===== src/rtl/vic_pkg.sv =====
// Shared types and constants for the vectored interrupt handshake port.
package vic_pkg;

    // Handshake sequencer states
    typedef enum logic [1:0] {
        HS_IDLE = 2'd0,  // waiting for acknowledge, vector tracks winner
        HS_ARM  = 2'd1,  // acknowledge seen, last re-selection of vector
        HS_HOLD = 2'd2,  // strobe high, vector frozen
        HS_FIN  = 2'd3   // priority stacked, strobe and irq update together
    } hs_state_t;

    // Register port regions (top two address bits)
    localparam logic [1:0] REG_VEC  = 2'b00;
    localparam logic [1:0] REG_PRI  = 2'b01;
    localparam logic [1:0] REG_DONE = 2'b10;

endpackage


===== src/rtl/vic_ack_sync.sv =====
// Acknowledge input conditioner.
// Assumes: ASYNC=1 when the processor clock is unrelated to clk (two flops),
// ASYNC=0 when both share a clock (one register, one cycle of delay).
module vic_ack_sync #(
    parameter bit ASYNC = 1'b1
) (
    input  logic clk,
    input  logic rst_n,
    input  logic ack_in,
    output logic ack_s
);

    generate
        if (ASYNC) begin : g_two_stage
            logic meta;
            // Two-stage synchroniser against metastability
            always_ff @(posedge clk) begin
                if (!rst_n) begin
                    meta  <= 1'b0;
                    ack_s <= 1'b0;
                end else begin
                    meta  <= ack_in;
                    ack_s <= meta;
                end
            end
        end else begin : g_one_stage
            // Single register for the synchronous case
            always_ff @(posedge clk) begin
                if (!rst_n) ack_s <= 1'b0;
                else        ack_s <= ack_in;
            end
        end
    endgenerate

endmodule


===== src/rtl/vic_arbiter.sv =====
// Combinational priority arbiter.
// Picks the pending source with the smallest priority value that is
// strictly below the mask limit; ties go to the lowest source index.
// Assumes: limit = 2**PW means no masking.
module vic_arbiter #(
    parameter int NSRC = 16,
    parameter int PW   = 4,
    parameter int SW   = $clog2(NSRC)
) (
    input  logic [NSRC-1:0] req,
    input  logic [PW-1:0]   pri [NSRC],
    input  logic [PW:0]     limit,
    output logic            hit,
    output logic [SW-1:0]   win_idx,
    output logic [PW-1:0]   win_pri
);

    // Linear scan, ascending index so a strict compare keeps the lower index
    always_comb begin
        hit     = 1'b0;
        win_idx = '0;
        win_pri = '1;
        for (int i = 0; i < NSRC; i++) begin
            if (req[i] && ({1'b0, pri[i]} < limit) && (!hit || (pri[i] < win_pri))) begin
                hit     = 1'b1;
                win_idx = SW'(i);
                win_pri = pri[i];
            end
        end
    end

endmodule


===== src/rtl/vic_prio_stack.sv =====
// In-service priority stack.
// Push records a serviced level, pop (completion) removes the top.
// Pop on empty is ignored; push when full is ignored.
// top reports 2**PW when empty so that nothing is masked.
module vic_prio_stack #(
    parameter int PW    = 4,
    parameter int DEPTH = 16
) (
    input  logic          clk,
    input  logic          rst_n,
    input  logic          push,
    input  logic          pop,
    input  logic [PW-1:0] push_pri,
    output logic [PW:0]   top,
    output logic          empty,
    output logic          full
);

    localparam int PTRW = $clog2(DEPTH + 1);
    localparam int IDXW = $clog2(DEPTH);

    logic [PW-1:0]   mem [DEPTH];
    logic [PTRW-1:0] sp;
    logic            do_push, do_pop;
    logic [IDXW-1:0] idx_top, idx_free;

    assign empty    = (sp == '0);
    assign full     = (sp == PTRW'(DEPTH));
    assign do_push  = push && !full;
    assign do_pop   = pop && !empty;
    assign idx_top  = IDXW'(sp - 1'b1);
    assign idx_free = IDXW'(sp);
    assign top      = empty ? (PW+1)'(1 << PW) : {1'b0, mem[idx_top]};

    // Stack pointer bookkeeping
    always_ff @(posedge clk) begin
        if (!rst_n) begin
            sp <= '0;
        end else if (do_push && !do_pop) begin
            sp <= sp + 1'b1;
        end else if (do_pop && !do_push) begin
            sp <= sp - 1'b1;
        end
    end

    // Entry storage; simultaneous push and pop replaces the top entry
    always_ff @(posedge clk) begin
        if (do_push && do_pop)  mem[idx_top]  <= push_pri;
        else if (do_push)       mem[idx_free] <= push_pri;
    end

    // A push never arrives on a full stack: each push outranks the top
    assert_no_overflow_R5: assert property (@(posedge clk) disable iff (!rst_n)
        push |-> !full);

    // Completion on an empty stack leaves it empty
    assert_empty_pop_R7: assert property (@(posedge clk) disable iff (!rst_n)
        (pop && !push && empty) |=> empty);

endmodule


===== src/rtl/vic_port.sv =====
// Vectored interrupt handshake port (controller side).
// Arbitrates prioritised requests, drives an active-low interrupt, a vector
// bus and a valid strobe, and stacks serviced priorities until software
// signals completion. Assumes the processor only raises ack while irq_n is
// low and holds ack high until it has seen vec_valid high.
module vic_port #(
    parameter int NSRC  = 16,
    parameter int PW    = 4,
    parameter int VW    = 32,
    parameter int DEPTH = 16,
    parameter bit ASYNC = 1'b1
) (
    input  logic                      clk,
    input  logic                      rst_n,
    input  logic [NSRC-1:0]           req,
    input  logic                      ack,
    output logic                      irq_n,
    output logic [VW-1:0]             vec_addr,
    output logic                      vec_valid,
    input  logic                      wr_en,
    input  logic [$clog2(NSRC)+1:0]   wr_addr,
    input  logic [VW-1:0]             wr_data
);

    import vic_pkg::*;

    localparam int SW = $clog2(NSRC);
    localparam int AW = SW + 2;

    logic [VW-1:0] vec_tab [NSRC];
    logic [PW-1:0] pri_tab [NSRC];
    logic [1:0]    region;
    logic [SW-1:0] slot;
    logic          done_wr;

    logic          ack_s;
    logic          hit;
    logic [SW-1:0] win_idx;
    logic [PW-1:0] win_pri;
    logic [PW:0]   limit;
    logic          stk_empty, stk_full;

    hs_state_t     state;
    logic [PW-1:0] svc_pri;
    logic          svc_ok;
    logic          push;
    logic          irq_q;
    logic [VW-1:0] vec_q;
    logic          valid_q;

    assign region  = wr_addr[AW-1:SW];
    assign slot    = wr_addr[SW-1:0];
    assign done_wr = wr_en && (region == REG_DONE);

    // Per-source vector and priority registers
    generate
        for (genvar g = 0; g < NSRC; g++) begin : g_src
            // Load this source's entries from the write port
            always_ff @(posedge clk) begin
                if (!rst_n) begin
                    vec_tab[g] <= '0;
                    pri_tab[g] <= '1;
                end else if (wr_en && (slot == SW'(g))) begin
                    if (region == REG_VEC) vec_tab[g] <= wr_data;
                    if (region == REG_PRI) pri_tab[g] <= wr_data[PW-1:0];
                end
            end
        end
    endgenerate

    vic_ack_sync #(.ASYNC(ASYNC)) i_sync (
        .clk    (clk),
        .rst_n  (rst_n),
        .ack_in (ack),
        .ack_s  (ack_s)
    );

    vic_arbiter #(.NSRC(NSRC), .PW(PW), .SW(SW)) i_arb (
        .req     (req),
        .pri     (pri_tab),
        .limit   (limit),
        .hit     (hit),
        .win_idx (win_idx),
        .win_pri (win_pri)
    );

    vic_prio_stack #(.PW(PW), .DEPTH(DEPTH)) i_stack (
        .clk      (clk),
        .rst_n    (rst_n),
        .push     (push),
        .pop      (done_wr),
        .push_pri (svc_pri),
        .top      (limit),
        .empty    (stk_empty),
        .full     (stk_full)
    );

    assign push = (state == HS_HOLD) && !ack_s && svc_ok;

    // Handshake sequencer: arm, raise strobe, stack on release, then settle
    always_ff @(posedge clk) begin
        if (!rst_n) begin
            state   <= HS_IDLE;
            valid_q <= 1'b0;
            svc_pri <= '0;
            svc_ok  <= 1'b0;
        end else begin
            case (state)
                HS_IDLE: if (ack_s && !irq_q) state <= HS_ARM;
                HS_ARM: begin
                    svc_pri <= win_pri;
                    svc_ok  <= hit;
                    valid_q <= 1'b1;
                    state   <= HS_HOLD;
                end
                HS_HOLD: if (!ack_s) state <= HS_FIN;
                HS_FIN: begin
                    valid_q <= 1'b0;
                    state   <= HS_IDLE;
                end
                default: state <= HS_IDLE;
            endcase
        end
    end

    // Vector tracks the winner until the strobe rises, then is frozen
    always_ff @(posedge clk) begin
        if (!rst_n) begin
            vec_q <= '0;
        end else if ((state == HS_IDLE || state == HS_ARM) && hit) begin
            vec_q <= vec_tab[win_idx];
        end
    end

    // Interrupt line follows the arbiter except while the strobe is pending
    always_ff @(posedge clk) begin
        if (!rst_n) begin
            irq_q <= 1'b1;
        end else if (state != HS_ARM && state != HS_HOLD) begin
            irq_q <= !hit;
        end
    end

    assign irq_n     = irq_q;
    assign vec_addr  = vec_q;
    assign vec_valid = valid_q;

    // Vector bus is frozen while the strobe stays high
    assert_vec_frozen_R4: assert property (@(posedge clk) disable iff (!rst_n)
        (vec_valid && $past(vec_valid)) |-> $stable(vec_addr));

    // Strobe only rises after an acknowledge was seen
    assert_valid_after_ack_R3: assert property (@(posedge clk) disable iff (!rst_n)
        $rose(vec_valid) |-> $past(ack_s));

    // Strobe only falls after the acknowledge was seen low
    assert_valid_drop_R5: assert property (@(posedge clk) disable iff (!rst_n)
        $fell(vec_valid) |-> !$past(ack_s));

    // Interrupt line never deasserts while the strobe is still high
    assert_irq_settled_R5: assert property (@(posedge clk) disable iff (!rst_n)
        $rose(irq_n) |-> !vec_valid);

endmodule


===== config.mk =====
export PLATFORM = sky130hd
export DESIGN_NAME = vic_port
export DESIGN_NICKNAME = d
export VERILOG_FILES = /design/src/rtl/vic_pkg.sv /design/src/rtl/vic_ack_sync.sv /design/src/rtl/vic_arbiter.sv /design/src/rtl/vic_prio_stack.sv /design/src/rtl/vic_port.sv
export SDC_FILE = /design/constraint.sdc
export NUM_CORES = 1
export LEC_CHECK = 0
export ABC_AREA = 0
export ABC_CLOCK_PERIOD_IN_PS = 24600
export BUFFER_PORTS_ARGS = -buffer_cell sky130_fd_sc_hd__buf_4
export CORE_ASPECT_RATIO = 1.1
export CORE_MARGIN = 4
export CORE_UTILIZATION = 40
export DETAILED_ROUTE_END_ITERATION = 7
export GPL_TIMING_DRIVEN = 1
export SKIP_LAST_GASP = 1
export SYNTH_ARGS = -nofsm -noshare
export SYNTH_HDL_FRONTEND = slang
export SYNTH_SLANG_ARGS = --single-unit

===== constraint.sdc =====
create_clock -name clk -period 24.6 [get_ports clk]
set_input_delay 1.23 -clock clk [delete_from_list [all_inputs] [get_ports clk]]
set_output_delay 1.23 -clock clk [all_outputs]
set_load 0.02 [all_outputs]

==> impl_results.rst <==
.. list-table::
   :header-rows: 1

   * - Metric
     - Value
   * - Outcome
     - complete, no violations
   * - Via count
     - 25800
   * - Routability congestion estimate
     - 0.899
   * - Clock Tree Root
     - clkbuf_16
   * - Detailed placer's ending HPWL
     - 63.4 mm
   * - Largest net degree at the start of global routing
     - 95
   * - Die boundary height
     - 320 um
   * - Power per Cell Area
     - 151 nW/um2
   * - Remaining max-slew budget at the tightest pin
     - 0.227
   * - IO buf count
     - 91
   * - Final setup viols
     - 0
   * - Overall die width
     - 292 um
   * - Post-route ant nets
     - 0
   * - Detailed-route vias per instance
     - 5.79
   * - Slowest cell on the critical path
     - a21boi_0
   * - Total nets after synthesis
     - 3241
   * - All-Layer GR Usage
     - 0.226
   * - Layout cells sized above 1
     - 0.199
   * - Number of rows in the core area
     - 114
   * - Share of the yosys chip area belonging to registers
     - 0.551
   * - Ys flop type
     - edfxtp_1
   * - VDD IR max
     - 0.222 mV
   * - EDFF count, synth
     - 576
   * - Post-route fraction of the period consumed by the critical path
     - 0.978
   * - Slew Limit Fails
     - 0
   * - TritonCTS clock tree
     - yes
   * - Worst-path fanout max
     - 13
   * - Count of nets after finishing
     - 3359
   * - Launching element type of the critical path
     - flip-flop
   * - Clock latency reported for the late side of the worst-skew pair
     - 0.65 ns
   * - Post-synthesis instance area
     - 35400 um2
   * - Async S/R FF share, synth
     - 0
   * - Worst hold slack
     - 0.500 ns
   * - Hold_sp
     - i_sync.g_two_stage.meta
   * - Maximum capacitance violations
     - 0
   * - Worst Max-Slew Pin Slew
     - 1.16 ns
   * - Share of Yosys cell area claimed by the top area cell type
     - 0.488
   * - Routed len/inst
     - 24.6 um
   * - Maximum clock frequency
     - 41.5 MHz
   * - Number of storage elements in the synthesis netlist
     - 688
   * - Area inside the core boundary
     - 87900 um2
   * - Initial cell density of the core
     - 0.403
   * - Worst EP required
     - 25.09 ns
   * - Via count of the first global-routing pass
     - 26100
   * - Number of buffers created by CTS
     - 77
   * - Most frequent cell on the critical path
     - ha_1
   * - Clock Sinks
     - 688
   * - Slowest stage delay, CP
     - 0.55 ns
   * - Worst setup EP type
     - flip-flop
   * - Final worst-path setup slack
     - 0.532 ns
   * - Worst setup slack before clock tree synthesis
     - -1.06 ns
   * - Worst Hold End
     - i_sync.ack_s
   * - Length of the first detailed-routing pass in iterations
     - 6
   * - Number of antenna violations at the first check in global routing
     - 8
   * - Cell depth of the worst min-delay path
     - 1
   * - Number of distinct library cell variants in the gate-level netlist after synthesis
     - 106
   * - Number of levels the H-tree was split into
     - 3
   * - Worst endpoint data arrival time
     - 24.56 ns
   * - Cell type with the highest aggregate area in the netlist
     - edfxtp_1
   * - Area of the die
     - 93400 um2
   * - Number of cell instances on the worst register-to-register path
     - 131
   * - Global-route congestion overflow total
     - 0
   * - Setup TNS
     - 0 ns
   * - LEAKAGE
     - 15.5 nW
   * - Final critical delay including setup and external delays
     - 24.07 ns
   * - Mapped Avg Cell Area
     - 11.4 um2
   * - DRT Wirelength
     - 110 mm
   * - Post-detailed-route DRC marker count
     - 0
   * - Worst reg2reg path endpoint
     - vec_addr[9]
   * - Iter 0 DRT Violations
     - 2528
   * - Largest cells by area after synthesis
     - edfxtp_1, and2_1, dfxtp_1
   * - Worst min-delay path category
     - reg2reg
   * - Layout-stage area growth over the synthesis result
     - 17.3%
   * - Hold violation total from the final report
     - 0
   * - Clock-pin slew of the registers on the worst-case setup and hold paths
     - 0.06 ns
   * - Startpoint of the most critical register-to-register path
     - i_stack.sp[0]
   * - Total power
     - 6.28 mW
   * - First-pass GRT wire length
     - 163 mm
   * - Mapped Cells
     - 3106
   * - Crit Path Category
     - reg2reg
   * - Bufs on Longest Clock Path
     - 3
   * - Synth warnings
     - 0
   * - Top-Level Pins
     - 92
   * - Slack of the worst reg-to-reg path
     - 0.53 ns
   * - Final clock skew
     - 0.0435 ns
[routing by layer]
| layer | share of wire | global-route usage | vias to the layer above |
|---|---|---|---|
| li1 | - | - | 11500 |
| met1 | 0.41 | 0.295 | 13000 |
| met2 | 0.49 | 0.388 | 1007 |
| met3 | 0.067 | 0.0373 | 208 |
| met4 | 0.028 | 0.0673 | 0 |
| met5 | 0 | 0 | - |
[stage by stage]
| step | instance area [um2] | util | instances |
|---|---|---|---|
| final | 41600 | 0.473 | 4449 |
| after CTS | 40900 | 0.465 | 4413 |
| after global placement | 37800 | 0.431 | 4251 |
| after detailed placement | 37800 | 0.431 | 4251 |
| after floorplan | 35500 | - | 3106 |
| after global routing | 41600 | 0.473 | 4446 |
[cells by family (layout without fill, tap and decap cells)]
family,count (synthesis),count (layout),synth area share
simple gates,1204,1204,0.178
flops,688,688,0.551
compound gates,570,571,0.117
mux,278,278,0.0871
buf+inv,273,451,0.0351
fa+ha+maj,83,83,0.0289
xor+xnor,10,10,0.00300
other cells,0,4,0
[flip-flops by register name, indices dropped and copies added, names as in the netlist]
name / count
vec_tab: 512
pri_tab: 64
svc_ok: 1
irq_n: 1
i_sync.ack_s: 1
svc_pri: 4
vec_addr: 32
i_stack.mem: 64
state: 2
vec_valid: 1
i_stack.sp: 5
i_sync.g_two_stage.meta: 1
[layout make-up]
class / count / area [um2]
Inverter: 59 / 224
Timing Repair Buffer: 252 / 2240
Sequential cell: 688 / 19500
Multi-Input combinational cell: 2146 / 15600
Clock buffer: 105 / 2150
Antenna cell: 4 / 10.0
Tap cell: 1160 / 1450
Fill cell: 7949 / 46300
Clock inverter: 35 / 363
[worst max-delay path: cells and delay by family (launching register included)]
| family | cells | cell delay [ns] |
|---|---|---|
| AO/OA/AOI/OAI | 49 | 8.95 |
| AND/OR/NAND/NOR | 35 | 5.11 |
| adder cells (fa/ha/maj) | 17 | 4.52 |
| multiplexers | 11 | 3.15 |
| buffers and inverters | 19 | 1.79 |
| flip-flops | 1 | 0.37 |
[what timing repair did]
action,in CTS,in global routing
pin swaps,11,48
endpoints found under the setup margin,32,36
cloned,6,1
hold buffers,0,0
resized for setup,54,99
buffers inserted,16,31
[cells in the final DEF, fill, tap and decap left out, types with 9 or more instances in the layout]
cell,instances
a2111oi_1,12
a2111oi_2,21
a211oi_1,24
a211oi_2,22
a21boi_0,34
a21o_1,10
a21oi_1,52
a31o_1,32
a31oi_1,14
a32o_1,31
and2_1,524
buf_12,9
buf_4,228
clkbuf_1,17
clkbuf_16,79
clkbuf_8,10
clkinv_1,10
clkinv_2,15
dfxtp_1,110
edfxtp_1,576
ha_1,68
inv_1,50
mux2_2,72
mux2i_1,180
mux4_2,16
nand2_1,324
nand2b_1,30
nand3_1,50
nor2_1,106
nor2_2,13
nor2b_1,13
nor3_1,47
o211ai_1,26
o21a_1,24
o21ai_0,132
o21ai_1,10
o21ai_4,22
or2_2,9
or3_1,9
[how the worst max path moves through the flow]
stage,slack [ns],startpoint,to
2_1_floorplan,0.03,i_stack.sp[0],vec_addr[1]
3_3_place_gp,-0.10,i_stack.sp[0],vec_addr[29]
4_1_cts,-0.003,i_stack.sp[1],vec_addr[27]
6_report,0.53,i_stack.sp[0],vec_addr[9]
3_5_place_dp,-1.06,i_stack.sp[0],vec_addr[4]
5_1_grt,-0.43,i_stack.sp[0],vec_addr[9]
[where the power goes]
group	leakage, nW	switching, mW	internal (mW)
Combinational	7.93	2.20	1.51
Sequential	6.38	0.0604	1.36
Clock	1.24	0.484	0.670
Total	15.5	2.74	3.54
[Yosys cell counts (16+ instances only)]
master and number:
o21ai_0 162, nand3_1 51, a21boi_0 35, a31o_1 32
nor3_1 51, mux2_2 77, mux2i_1 183, nand2b_1 30
o211ai_1 26, dfxtp_1 112, a2111oi_1 19, nand2_1 333
buf_4 19, clkbuf_1 146, edfxtp_1 576, a21oi_1 59
buf_2 28, nor2_1 127, ha_1 77, a31oi_1 16
and2_1 528, o21a_1 26, a211oi_1 46, a32o_1 32
inv_1 58
Power figures use the tool's default switching activity.
